<file path="src/rtl/dma_chunk_pkg.sv">
package dma_chunk_pkg;
  typedef enum logic [1:0] {
    ST_ARM,
    ST_WAIT,
    ST_REQ,
    ST_DATA
  } dma_state_e;

  localparam logic [3:0] CMD_MEM_WRITE = 4'h7;
  localparam logic SEL_ADDR = 1'b0;
  localparam logic SEL_CTRL = 1'b1;
endpackage

</file>
<file path="src/rtl/dma_host_regs.sv">
module dma_host_regs #(
  parameter int ADDR_W     = 32,
  parameter int BEAT_BYTES = 8
) (
  input  logic              clk,
  input  logic              rst_n,
  input  logic              reg_wr_en,
  input  logic              reg_wr_sel,
  input  logic [ADDR_W-1:0] reg_wr_data,
  input  logic              busy,
  input  logic              set_irq,
  input  logic              consume,
  output logic [ADDR_W-1:0] dest_addr,
  output logic              addr_valid,
  output logic              irq_bit,
  output logic              proto_err
);
  import dma_chunk_pkg::*;

  localparam logic [ADDR_W-1:0] ALIGN_MASK = ~ADDR_W'(BEAT_BYTES - 1);

  logic wr_addr, wr_ctrl;
  assign wr_addr = reg_wr_en && (reg_wr_sel == SEL_ADDR);
  assign wr_ctrl = reg_wr_en && (reg_wr_sel == SEL_CTRL);

  always_ff @(posedge clk) begin
    if (!rst_n) begin
      dest_addr  <= '0;
      addr_valid <= 1'b0;
      irq_bit    <= 1'b0;
      proto_err  <= 1'b0;
    end else begin
      if (wr_addr) begin
        if (busy) begin
          proto_err <= 1'b1;
        end else begin
          dest_addr  <= reg_wr_data & ALIGN_MASK;
          addr_valid <= 1'b1;
        end
      end else if (consume) begin
        addr_valid <= 1'b0;
      end
      if (wr_ctrl && reg_wr_data[1]) proto_err <= 1'b0;
      if (set_irq) irq_bit <= 1'b1;
      else if (wr_ctrl && reg_wr_data[0] && !busy) irq_bit <= 1'b0;
    end
  end

  AST_ADDR_WRITE_IGNORED: assert property (@(posedge clk) disable iff (!rst_n)
    wr_addr && busy |=> proto_err && $stable(dest_addr));
  AST_ADDR_ALIGNED: assert property (@(posedge clk) disable iff (!rst_n)
    wr_addr && !busy |=> (dest_addr & ~ALIGN_MASK) == '0);
endmodule

</file>
<file path="src/rtl/dma_progress.sv">
module dma_progress #(
  parameter int ADDR_W     = 32,
  parameter int BEATS      = 512,
  parameter int BEAT_BYTES = 8,
  parameter int ABORT_W    = 8,
  localparam int LEN_W     = $clog2(BEATS + 1)
) (
  input  logic               clk,
  input  logic               rst_n,
  input  logic               load,
  input  logic [ADDR_W-1:0]  base,
  input  logic               beat,
  input  logic               abort_evt,
  output logic [ADDR_W-1:0]  cur_addr,
  output logic [LEN_W-1:0]   remaining,
  output logic [ABORT_W-1:0] abort_count,
  output logic               last_beat
);
  localparam logic [ADDR_W-1:0]  STEP      = ADDR_W'(BEAT_BYTES);
  localparam logic [LEN_W-1:0]   FULL      = LEN_W'(BEATS);
  localparam logic [ABORT_W-1:0] ABORT_MAX = '1;

  always_ff @(posedge clk) begin
    if (!rst_n) begin
      cur_addr    <= '0;
      remaining   <= '0;
      abort_count <= '0;
    end else if (load) begin
      cur_addr    <= base;
      remaining   <= FULL;
      abort_count <= '0;
    end else begin
      if (beat) begin
        cur_addr  <= cur_addr + STEP;
        remaining <= remaining - 1'b1;
      end
      if (abort_evt && abort_count != ABORT_MAX) abort_count <= abort_count + 1'b1;
    end
  end

  assign last_beat = (remaining == LEN_W'(1));

  AST_ABORT_HOLDS_POSITION: assert property (@(posedge clk) disable iff (!rst_n)
    abort_evt |=> $stable(cur_addr) && $stable(remaining));
  AST_NO_BEAT_WHEN_EMPTY: assert property (@(posedge clk) disable iff (!rst_n)
    beat |-> remaining != '0);
endmodule

</file>
<file path="src/rtl/dma_burst_fsm.sv">
module dma_burst_fsm (
  input  logic clk,
  input  logic rst_n,
  input  logic addr_valid,
  input  logic irq_bit,
  input  logic req_ready,
  input  logic fifo_valid,
  input  logic bus_wready,
  input  logic bus_abort,
  input  logic last_beat,
  output logic busy,
  output logic set_irq,
  output logic start,
  output logic beat,
  output logic abort_evt,
  output logic req_valid,
  output logic bus_wvalid,
  output logic fifo_ready
);
  import dma_chunk_pkg::*;

  dma_state_e state, state_nx;

  always_comb begin
    state_nx  = state;
    set_irq   = 1'b0;
    start     = 1'b0;
    beat      = 1'b0;
    abort_evt = 1'b0;
    unique case (state)
      ST_ARM: begin
        set_irq  = 1'b1;
        state_nx = ST_WAIT;
      end
      ST_WAIT: begin
        if (addr_valid && !irq_bit) begin
          start    = 1'b1;
          state_nx = ST_REQ;
        end
      end
      ST_REQ: begin
        if (req_ready) state_nx = ST_DATA;
      end
      ST_DATA: begin
        if (bus_abort) begin
          abort_evt = 1'b1;
          state_nx  = ST_REQ;
        end else if (fifo_valid && bus_wready) begin
          beat = 1'b1;
          if (last_beat) begin
            set_irq  = 1'b1;
            state_nx = ST_WAIT;
          end
        end
      end
      default: state_nx = ST_ARM;
    endcase
  end

  always_ff @(posedge clk) begin
    if (!rst_n) state <= ST_ARM;
    else        state <= state_nx;
  end

  assign busy       = (state == ST_REQ) || (state == ST_DATA);
  assign req_valid  = (state == ST_REQ);
  assign bus_wvalid = (state == ST_DATA) && fifo_valid;
  assign fifo_ready = (state == ST_DATA) && bus_wready && !bus_abort;

  AST_REQ_HELD: assert property (@(posedge clk) disable iff (!rst_n)
    req_valid && !req_ready |=> req_valid);
  AST_ABORT_REREQUESTS: assert property (@(posedge clk) disable iff (!rst_n)
    abort_evt |=> req_valid);
endmodule

</file>
<file path="src/rtl/dma_chunk_writer.sv">
module dma_chunk_writer #(
  parameter int ADDR_W      = 32,
  parameter int CHUNK_BYTES = 4096,
  parameter int BEAT_BYTES  = 8,
  parameter int ABORT_W     = 8,
  localparam int BEATS      = CHUNK_BYTES / BEAT_BYTES,
  localparam int LEN_W      = $clog2(BEATS + 1),
  localparam int DATA_W     = BEAT_BYTES * 8
) (
  input  logic               clk,
  input  logic               rst_n,
  input  logic               reg_wr_en,
  input  logic               reg_wr_sel,
  input  logic [ADDR_W-1:0]  reg_wr_data,
  output logic               irq,
  output logic [ABORT_W-1:0] abort_count,
  output logic               proto_err,
  input  logic               fifo_valid,
  output logic               fifo_ready,
  input  logic [DATA_W-1:0]  fifo_data,
  output logic               req_valid,
  input  logic               req_ready,
  output logic [3:0]         req_cmd,
  output logic [ADDR_W-1:0]  req_addr,
  output logic [LEN_W-1:0]   req_len,
  output logic               bus_wvalid,
  input  logic               bus_wready,
  output logic [DATA_W-1:0]  bus_wdata,
  input  logic               bus_abort
);
  import dma_chunk_pkg::*;

  logic              busy, set_irq, start, beat, abort_evt, last_beat;
  logic              addr_valid, irq_bit;
  logic [ADDR_W-1:0] dest_addr, cur_addr;
  logic [LEN_W-1:0]  remaining;

  dma_host_regs #(.ADDR_W(ADDR_W), .BEAT_BYTES(BEAT_BYTES)) u_regs (
    .clk(clk), .rst_n(rst_n),
    .reg_wr_en(reg_wr_en), .reg_wr_sel(reg_wr_sel), .reg_wr_data(reg_wr_data),
    .busy(busy), .set_irq(set_irq), .consume(start),
    .dest_addr(dest_addr), .addr_valid(addr_valid), .irq_bit(irq_bit),
    .proto_err(proto_err)
  );

  dma_progress #(.ADDR_W(ADDR_W), .BEATS(BEATS), .BEAT_BYTES(BEAT_BYTES),
                 .ABORT_W(ABORT_W)) u_prog (
    .clk(clk), .rst_n(rst_n),
    .load(start), .base(dest_addr), .beat(beat), .abort_evt(abort_evt),
    .cur_addr(cur_addr), .remaining(remaining), .abort_count(abort_count),
    .last_beat(last_beat)
  );

  dma_burst_fsm u_fsm (
    .clk(clk), .rst_n(rst_n),
    .addr_valid(addr_valid), .irq_bit(irq_bit), .req_ready(req_ready),
    .fifo_valid(fifo_valid), .bus_wready(bus_wready), .bus_abort(bus_abort),
    .last_beat(last_beat),
    .busy(busy), .set_irq(set_irq), .start(start), .beat(beat),
    .abort_evt(abort_evt), .req_valid(req_valid), .bus_wvalid(bus_wvalid),
    .fifo_ready(fifo_ready)
  );

  assign irq       = irq_bit;
  assign req_cmd   = CMD_MEM_WRITE;
  assign req_addr  = cur_addr;
  assign req_len   = remaining;
  assign bus_wdata = fifo_data;

  AST_START_NEEDS_BOTH: assert property (@(posedge clk) disable iff (!rst_n)
    $rose(busy) |-> $past(addr_valid) && !$past(irq_bit));
  AST_DONE_RAISES_IRQ: assert property (@(posedge clk) disable iff (!rst_n)
    beat && remaining == LEN_W'(1) |=> irq && !busy);
  AST_ADDR_TRACKS_COUNT: assert property (@(posedge clk) disable iff (!rst_n)
    busy |-> cur_addr == dest_addr + ADDR_W'((BEATS - int'(remaining)) * BEAT_BYTES));
  AST_REQ_STABLE: assert property (@(posedge clk) disable iff (!rst_n)
    req_valid && !req_ready |=> $stable(req_addr) && $stable(req_len));
endmodule

</file>
<file path="config.mk">
export PLATFORM = sky130hd
export DESIGN_NAME = dma_chunk_writer
export DESIGN_NICKNAME = d
export VERILOG_FILES = /design/src/rtl/dma_chunk_pkg.sv /design/src/rtl/dma_host_regs.sv /design/src/rtl/dma_progress.sv /design/src/rtl/dma_burst_fsm.sv /design/src/rtl/dma_chunk_writer.sv
export SDC_FILE = /design/constraint.sdc
export NUM_CORES = 1
export LEC_CHECK = 0
export ABC_AREA = 0
export ABC_CLOCK_PERIOD_IN_PS = 5300
export CAP_MARGIN = 30
export CELL_PAD_IN_SITES_DETAIL_PLACEMENT = 1
export CELL_PAD_IN_SITES_GLOBAL_PLACEMENT = 1
export CORE_ASPECT_RATIO = 1.4
export CORE_UTILIZATION = 30
export DETAILED_ROUTE_END_ITERATION = 8
export MAX_ROUTING_LAYER = met4
export PLACE_DENSITY_LB_ADDON = 0.25
export SLEW_MARGIN = 15
export SYNTH_ARGS = -nofsm -noshare
export SYNTH_HDL_FRONTEND = slang
export SYNTH_SLANG_ARGS = --single-unit
</file>
<file path="constraint.sdc">
create_clock -name clk -period 5.3 [get_ports clk]
set_clock_uncertainty 0.15 [all_clocks]
set_input_delay 1.06 -clock clk [delete_from_list [all_inputs] [get_ports clk]]
set_output_delay 1.06 -clock clk [all_outputs]
set_load 0.01 [all_outputs]
</file>
==> results of run 1 <==
==> path summary, 6_finish.rpt <==
path | start | to | slack (ns) | cells after the start
max | bus_abort | fifo_ready | 1.61 | 4
min | u_regs.dest_addr[27] | u_regs.dest_addr[27] | 0.30 | 2
max reg2reg | u_fsm.state[0] | u_prog.cur_addr[22] | 2.34 | 5
min reg2reg | u_regs.dest_addr[27] | u_regs.dest_addr[27] | 0.30 | 2
==> metal layers <==
layer | part of all wire | routed length, microns
met5 | 0 | 0
met4 | 0.026 | 322
met1 | 0.41 | 5090
met3 | 0.044 | 550
met2 | 0.52 | 6470
==> kinds of logic (layout without fill, tap and decap cells) <==
logic type               Yosys count  count (layout)  synth area share
buffers and inverters            114             125            0.1606
multiplexers                       1               1          0.002259
flip-flops                        81              81            0.3659
other                              2               7          0.001695
AO/OA/AOI/OAI                    117             117            0.1640
XOR/XNOR                          20              20           0.03953
AND/OR/NAND/NOR                  212             212            0.2434
adder cells (fa/ha/maj)            8               8           0.02259
==> where the power goes <==
group / switching [uW] / leakage, uW / internal, uW
clock: 240 / 0.000153 / 422
combinational: 193 / 0.000971 / 181
sequential: 63.6 / 0.000658 / 670
==> synth_stat cells, drive strengths merged, types with 3 or more instances <==
cell / instances / share of area
and3: 4 / 0.0056
nand4: 14 / 0.023
nor3b: 3 / 0.0051
o21ai: 24 / 0.027
o31ai: 13 / 0.022
xor2: 11 / 0.022
inv: 13 / 0.011
a211oi: 12 / 0.020
or3: 8 / 0.011
a31oi: 12 / 0.017
nand3b: 3 / 0.0051
nand2: 79 / 0.067
ha: 8 / 0.023
nor2: 37 / 0.031
nor2b: 3 / 0.0042
nand4b: 3 / 0.0059
buf: 75 / 0.13
and4: 5 / 0.0099
clkbuf: 26 / 0.022
nand3: 18 / 0.020
xnor2: 9 / 0.018
a21oi: 40 / 0.045
nor4: 6 / 0.0085
and2: 8 / 0.011
dfxtp: 81 / 0.37
or4: 13 / 0.022
==> state kept, by name (all words and copies together), names as in the netlist <==
register,flops
u_fsm.state,2
u_prog.abort_count,8
u_prog.cur_addr,29
u_prog.remaining,10
u_regs.addr_valid,1
u_regs.dest_addr,29
u_regs.irq_bit,1
u_regs.proto_err,1
==> stage by stage <==
step / power [uW] / cells / utilization / area [sq um]
floorplan: 1001 / 560 / - / 4451
global placement: 1111 / 743 / 0.3436 / 4962
detailed placement: 1125 / 744 / 0.3446 / 4977
CTS: 1796 / 759 / 0.3662 / 5289
global route: 1874 / 760 / 0.3669 / 5300
finish: 1770 / 760 / 0.3669 / 5300
==> critical path, stage by stage <==
cell and delay, ns:
clkdlybuf4s50_1 0.47, nor2b_1 0.24, and2_1 0.16, clkdlybuf4s50_1 0.54
==> layout make-up <==
class	instances	area, sq um
clock inverters	3	65.06
clock buffers	12	246.5
inverters	13	48.80
repair buffers	97	964.7
flip-flops and latches	81	1622
well taps	189	236.5
multi-input cells	365	2117
fillers	1743	9144
==> layout by cell type (no fill, tap or decap), types with 4 or more instances in the layout <==
cell type,instances
nor4_1,6
clkbuf_16,9
or4_1,13
o21ai_0,24
buf_4,5
and3_1,4
and4_1,5
dfxtp_1,81
nand3_1,18
conb_1,7
xnor2_1,9
clkdlybuf4s50_1,90
or3_1,8
nand4_1,12
o31ai_1,13
nand2_1,79
nor2_1,37
a21oi_1,40
inv_1,12
ha_1,8
xor2_1,11
a31oi_1,12
and2_1,8
a211oi_1,12
==> results_dict.tcl, run 1 <==
set metrics [dict create \
    status "completed" \
    start_util 0.3068 \
    antennaDiodeCount 0 \
    dieHeight_microns 145.8 \
    synth.distinct_cells 46 \
    grt-ovfl-total 0 \
    ctsHoldBuffers 0 \
    gr-max-usage-layer "met2" \
    arrival_ns 2.48 \
    finalNetCount 679 \
    rows 52 \
    use_met3 0.03583 \
    drt_iter0_markers 101 \
    hp-class "reg -> reg" \
    grt_pass1_vias 3929 \
    ant_nets 0 \
    cts_buffers 9 \
    clk_latency_ns 0.34 \
    cp.required_ns 4.09 \
    finalHoldViolCount 0 \
    syn_to_final_growth_pct 19.59 \
    post_drt_wl_per_cell_microns 16.36 \
    fp.coreArea_sq_um 14440 \
    fmaxAchievable_mhz 271.3 \
    vias 3918 \
    power.density_nw_per_um2 333.9 \
    ys_async_sr_fraction 0 \
    grt_setup_unrepaired "false" \
    dieArea_sq_um 15270 \
    worst_pin_slew_ns 0.8324 \
    syn_inst 555 \
    crit_type "in -> out" \
    grt_pass1_wl_microns 20230 \
    synth_flop_cell "dfxtp_1" \
    grt_usage 0.1720 \
    setup_ws_ns 1.614 \
    min_period_ns 3.686 \
    tritoncts "built" \
    clock-sinks 81 \
    post_cts_resized 0 \
    post_cts_buffers 0 \
    syn-mean-instance-area_sq_um 7.985 \
    synth_edf_count 0 \
    cts_root_buf "clkbuf_16" \
    dpl.hpwl_microns 8808 \
    clk_path_buf_depth 2 \
    drive_gt1_frac 0.04203 \
    vdd_drop_max_mv 0.1283 \
    io_pins 227 \
    fin_tns_setup_ns 0 \
    cp-start-kind "input port" \
    end_kind "output pin" \
    path_clk_slew_ns 0.06 \
    slew_headroom 0.4450 \
    p_leak_uw 0.001781 \
    hold_ws_ns 0.3015 \
    grt_max_degree 46 \
    min_period_over_period 0.6955 \
    yosys_warnings 0 \
    fp.dieW_microns 104.7 \
    grtUsageMet1 0.1839 \
    final_max_slew_viol_count 0 \
    yosysSeqAreaShare 0.3659 \
    met2_usage 0.3033 \
    port_buffers 90 \
    finalSetupViolCount 0 \
    via_per_inst 5.155 \
    ys_ff_latch 81 \
    drc 0 \
    first_pass_iters 4 \
    worstPathMaxFanout 5 \
    pre_cts_slack_ns 1.278 \
    antenna_found_initial 0 \
    h-tree-depth 3 \
    wirelength_microns 12430 \
    syn-cell-area_sq_um 4432 \
    drv_cap 0 \
    gp_congestion 0.8117 \
]
(Power assumes the default switching activity.)
==> run 2: changes to the inputs <==
--- a/config.mk
+++ b/config.mk
@@ -6,12 +6,12 @@
 export NUM_CORES = 1
 export LEC_CHECK = 0
 export ABC_AREA = 0
-export ABC_CLOCK_PERIOD_IN_PS = 5300
+export ABC_CLOCK_PERIOD_IN_PS = 3550
 export CAP_MARGIN = 30
 export CELL_PAD_IN_SITES_DETAIL_PLACEMENT = 1
 export CELL_PAD_IN_SITES_GLOBAL_PLACEMENT = 1
 export CORE_ASPECT_RATIO = 1.4
-export CORE_UTILIZATION = 30
+export CORE_UTILIZATION = 28
 export DETAILED_ROUTE_END_ITERATION = 8
 export MAX_ROUTING_LAYER = met4
 export PLACE_DENSITY_LB_ADDON = 0.25
==> constraint.sdc (replaced) <==
create_clock -name clk -period 3.55 [get_ports clk]
set_clock_uncertainty 0.15 [all_clocks]
set_input_delay 0.71 -clock clk [delete_from_list [all_inputs] [get_ports clk]]
set_output_delay 0.71 -clock clk [all_outputs]
set_load 0.01 [all_outputs]
==> run 2 against run 1 <==
Final area grew 0.21%. First-iteration DRC count grew 53%. Cell count grew 1.3%. Register-to-register slack lost 1.2 ns. Non-clock buffer count grew 2. Critical endpoint unchanged. Hold slack is essentially flat. Total power grew 50%. Utilization shrank 2.5 points. Global-route usage shrank 0.64 points. Sequential cell count is the same. Combinational power grew 51%. Wire length grew 2.2%.
==> results_dict.tcl, run 2 (synthesis results as in run 1) <==
set metrics [dict create \
    status "completed" \
    final_cell_mix "clkdlybuf4s50_1 (90), dfxtp_1 (81), nand2_1 (79)" \
    grt_max_degree 46 \
    rows 54 \
    swShare 0.2924 \
    grt_pass1_wl_microns 20150 \
    cp-start-kind "input port" \
    path_clk_slew_ns 0.06 \
    r2r_slack_ns 1.13 \
    io_pins 227 \
    fp.coreArea_sq_um 15540 \
    vdd_drop_max_mv 0.1917 \
    grt-ovfl-total 0 \
    syn_to_final_growth_pct 19.85 \
    worstSetupStartpoint "bus_abort" \
    grt_pass1_vias 4051 \
    net-switching-power_uw 776.4 \
    dieHeight_microns 150.9 \
    fmaxAchievable_mhz 333.2 \
    wirelength_microns 12710 \
    combPwrFrac 0.213 \
    clk_latency_ns 0.35 \
    p_seq_frac 0.411 \
    finalHoldViolCount 0 \
    min_period_over_period 0.8455 \
    power.density_nw_per_um2 500.0 \
    r2r_end "u_prog.cur_addr[25]" \
    hold_ws_ns 0.3019 \
    placed_area_sq_um 5001 \
    antenna_found_initial 0 \
    antennaDiodeCount 0 \
    port_buffers 90 \
    drive_gt1_frac 0.05052 \
    cts_root_buf "clkbuf_16" \
    dpl.hpwl_microns 8945 \
    p_int_uw 1879 \
    dieArea_sq_um 16340 \
    slew_headroom 0.4281 \
    top_regs "u_prog.cur_addr x29, u_regs.dest_addr x29, u_prog.remaining x10" \
    drt_iter0_markers 155 \
    post_drt_wl_per_cell_microns 16.51 \
    p_leak_uw 0.001791 \
    cp.required_ns 2.69 \
    endpoint "fifo_ready" \
    cts_buffers 9 \
    layout_commonest_cell "clkdlybuf4s50_1" \
    ctsHoldBuffers 0 \
    first_pass_iters 4 \
    finalNetCount 681 \
    final_max_slew_viol_count 0 \
    crit_type "in -> out" \
    min_period_ns 3.001 \
    setup_ws_ns 0.5486 \
    vias 3920 \
    end_kind "output pin" \
    worst_pin_slew_ns 0.8578 \
    grt_usage 0.1656 \
    clock-sinks 81 \
    clk_path_buf_depth 2 \
    grt_setup_unrepaired "false" \
    ant_nets 0 \
    hp-class "reg -> reg" \
    drc 0 \
    fp.dieW_microns 108.3 \
    fin_area_sq_um 5311 \
    reg2reg_from "u_fsm.state[0]" \
    via_per_inst 5.091 \
    post_cts_buffers 0 \
    start_util 0.2852 \
    post_cts_resized 0 \
    worstPathMaxFanout 5 \
    tritoncts "built" \
    whs_path_depth 2 \
    finalSetupViolCount 0 \
    h-tree-depth 3 \
    r2r_cells 6 \
    arrival_ns 2.14 \
    drv_cap 0 \
    pwr-share-clk 0.376 \
    nFillCells 1891 \
    pre_cts_slack_ns 0.5638 \
    gp_congestion 0.7763 \
    fin_tns_setup_ns 0 \
]
## run 2: cell count changes in the layout (fill, tap and decap cells not counted), sizes merged
cell	before	now
buf	7	9
clkinv	1	5
clkbuf	12	9
## run 2: worst min path at each step
stage	startpoint	end	slack, ns
after floorplan	u_regs.dest_addr[11]	u_regs.dest_addr[11]	0.28
after global placement	u_regs.dest_addr[27]	u_regs.dest_addr[27]	0.29
after detailed placement	u_regs.dest_addr[24]	u_regs.dest_addr[24]	0.30
after CTS	u_regs.dest_addr[27]	u_regs.dest_addr[27]	0.31
after global routing	u_regs.dest_addr[6]	u_regs.dest_addr[6]	0.33
final	u_regs.dest_addr[27]	u_regs.dest_addr[27]	0.30
## run 2: metrics by stage
stage               total power (uW)  std cells  utilization
floorplan                       1495        560            -
global placement                1672        754       0.3218
detailed placement              1686        754       0.3218
CTS                             2698        770       0.3418
global route                    2807        770       0.3418
finish                          2655        770       0.3418
## run 2: area by class of cell
cell class                      count  area [sq um]  area share
Sequential cell                    81          1622      0.3053
Inverter                           13         48.80    0.009187
Clock buffer                        9         225.2     0.04240
Clock inverter                      7         85.08     0.01602
Tap cell                          196         245.2     0.04617
Multi-Input combinational cell    365          2117      0.3986
Timing Repair Buffer               99         968.4      0.1823
## run 2: worst max-delay path, cell delays in order
cell and delay [ns]:
clkdlybuf4s50_1 0.49, nor2b_1 0.26, and2_1 0.16, clkdlybuf4s50_1 0.52
## run 2: metal layers
metal | global-route usage | wire length, microns
met5 | - | 0
met1 | 0.1771 | 5168
met2 | 0.2933 | 6648
met3 | 0.03485 | 634
met4 | 0.07095 | 259
## run 2: power by group through the flow
stage / Sequential, uW / Clock (uW) / Combinational (uW)
final: 1090 / 999 / 566
after global routing: 1110 / 1070 / 632
after CTS: 1090 / 1030 / 577
after detailed placement: 1110 / 0 / 575
after global placement: 1110 / 0 / 564
after floorplan: 1110 / 0 / 387
==> run 3: changes to the inputs <==
--- a/config.mk
+++ b/config.mk
@@ -6,7 +6,7 @@
 export NUM_CORES = 1
 export LEC_CHECK = 0
 export ABC_AREA = 0
-export ABC_CLOCK_PERIOD_IN_PS = 3550
+export ABC_CLOCK_PERIOD_IN_PS = 3100
 export CAP_MARGIN = 30
 export CELL_PAD_IN_SITES_DETAIL_PLACEMENT = 1
 export CELL_PAD_IN_SITES_GLOBAL_PLACEMENT = 1
==> constraint.sdc (replaced) <==
create_clock -name clk -period 3.1 [get_ports clk]
set_clock_uncertainty 0.15 [all_clocks]
set_input_delay 0.62 -clock clk [delete_from_list [all_inputs] [get_ports clk]]
set_output_delay 0.62 -clock clk [all_outputs]
set_load 0.01 [all_outputs]
==> run 3 against run 2 <==
Utilization rose by 0.25 points. Sequential cell count did not move. Wire length is 1.7% higher. Hold slack about the same. Sequential power rose by 15%. Sequential share of layout area decreased by 0.22 points. Global-route usage rose by 0.20 points. First-iteration DRC count down 0.65%. Via count is 0.66% higher. Combinational power is 16% higher. Final area is 0.73% higher. Setup slack worse by 0.34 ns.
==> results_dict.tcl, run 3 (synthesis results as in run 1) <==
set metrics [dict create \
    status "completed" \
    post_cts_buffers 0 \
    grt_setup_unrepaired "false" \
    worst_pin_slew_ns 0.8276 \
    dieArea_sq_um 16340 \
    power.density_nw_per_um2 574.1 \
    port_buffers 90 \
    gp_congestion 0.8077 \
    syn_to_final_growth_pct 20.72 \
    grt_pass1_wl_microns 20440 \
    finalSetupViolCount 0 \
    swShare 0.2887 \
    drv_cap 0 \
    combPwrFrac 0.213 \
    p_int_uw 2185 \
    end_kind "output pin" \
    cts_buffers 9 \
    cp.required_ns 2.33 \
    wirelength_microns 12930 \
    h-tree-depth 3 \
    layout_commonest_cell "clkdlybuf4s50_1" \
    arrival_ns 2.12 \
    fmaxAchievable_mhz 346.3 \
    crit_type "reg -> out" \
    dp_cells 756 \
    final_cell_mix "clkdlybuf4s50_1 (90), dfxtp_1 (81), nand2_1 (79)" \
    placed_area_sq_um 5029 \
    cp-start-kind "flop" \
    post_drt_wl_per_cell_microns 16.75 \
    first_pass_iters 4 \
    vdd_drop_max_mv 0.2272 \
    min_period_ns 2.888 \
    dieHeight_microns 150.9 \
    clk_path_buf_depth 2 \
    pre_cts_slack_ns 0.2646 \
    setup_ws_ns 0.2120 \
    vias 3946 \
    ctsHoldBuffers 0 \
    net-switching-power_uw 886.8 \
    seqCellArea_sq_um 1622 \
    hp-class "reg -> reg" \
    clk_latency_ns 0.34 \
    grt_pass1_vias 4078 \
    grt_usage 0.1677 \
    cts_root_buf "clkbuf_16" \
    via_per_inst 5.111 \
    grt_max_degree 46 \
    nFillCells 1852 \
    clock-sinks 81 \
    finalNetCount 683 \
    antennaDiodeCount 0 \
    dpl.hpwl_microns 9144 \
    grt-ovfl-total 0 \
    pwr-share-clk 0.379 \
    drc 0 \
    final_max_slew_viol_count 0 \
    start_util 0.2852 \
    finalHoldViolCount 0 \
    fin_area_sq_um 5350 \
    multi_input_area_sq_um 2117 \
    top_regs "u_prog.cur_addr x29, u_regs.dest_addr x29, u_prog.remaining x10" \
    p_leak_uw 0.001807 \
    drive_gt1_frac 0.05208 \
    io_pins 227 \
    antenna_found_initial 0 \
    path_clk_slew_ns 0.06 \
    fin_tns_setup_ns 0 \
    fp.dieW_microns 108.3 \
    worstPathMaxFanout 8 \
    tritoncts "built" \
    final_cells 772 \
    p_seq_frac 0.408 \
    post_cts_resized 0 \
    slew_headroom 0.4482 \
    fp.coreArea_sq_um 15540 \
    hold_ws_ns 0.3022 \
    rows 54 \
    ant_nets 0 \
    drt_iter0_markers 154 \
    min_period_over_period 0.9316 \
]
[run 3: cell count changes in the layout (fill, tap and decap cells not counted)]
| cell | previous run | this run |
|---|---|---|
| clkinv_2 | 5 | 2 |
| buf_12 | 0 | 1 |
| buf_4 | 9 | 10 |
| clkbuf_1 | 0 | 1 |
| clkbuf_8 | 0 | 1 |
| clkinv_4 | 0 | 1 |
[run 3: area by class of cell]
cell class                 count  area share
sequential                    81      0.3031
inverter                      13    0.009121
multi-input combinational    365      0.3957
tap                          196     0.04584
timing repair buffer         101      0.1862
clock buffer                  11     0.04537
clock inverter                 5     0.01473
[run 3: path summary, 6_finish.rpt]
kind                        startpoint                   end  slack, ns  cells past startpoint
setup / recovery        u_fsm.state[0]            fifo_ready       0.21                      4
hold / removal    u_regs.dest_addr[26]  u_regs.dest_addr[26]       0.30                      2
setup reg to reg        u_fsm.state[0]   u_prog.cur_addr[22]       0.64                      6
hold reg to reg   u_regs.dest_addr[26]  u_regs.dest_addr[26]       0.30                      2
[run 3: per-stage QoR]
| step | utilization | total power [uW] |
|---|---|---|
| 2_1_floorplan | - | 1711 |
| 3_3_place_gp | 0.3236 | 1919 |
| 4_1_cts | 0.3443 | 3125 |
| 6_report | 0.3443 | 3072 |
| 3_5_place_dp | 0.3236 | 1939 |
| 5_1_grt | 0.3443 | 3266 |
[run 3: critical path: stages, from the launching register on]
cell and delay [ns]:
dfxtp_1 0.41, ha_1 0.36, nor2b_1 0.29, and2_1 0.18
clkdlybuf4s50_1 0.54
[run 3: power groups by stage]
stage | sequential [uW] | clock (uW) | combinational (uW)
final | 1250 | 1160 | 655
after global routing | 1270 | 1260 | 735
after CTS | 1250 | 1200 | 668
after detailed placement | 1280 | 0 | 663
after global placement | 1270 | 0 | 650
after floorplan | 1270 | 0 | 444
[run 3: routing by layer]
metal / vias up / track usage / routed length [microns]
met1: 1890 / 0.1760 / 5293
li1: 1907 / - / -
met5: - / - / 0
met2: 123 / 0.3003 / 6816
met3: 26 / 0.03657 / 616
met4: 0 / 0.07095 / 202
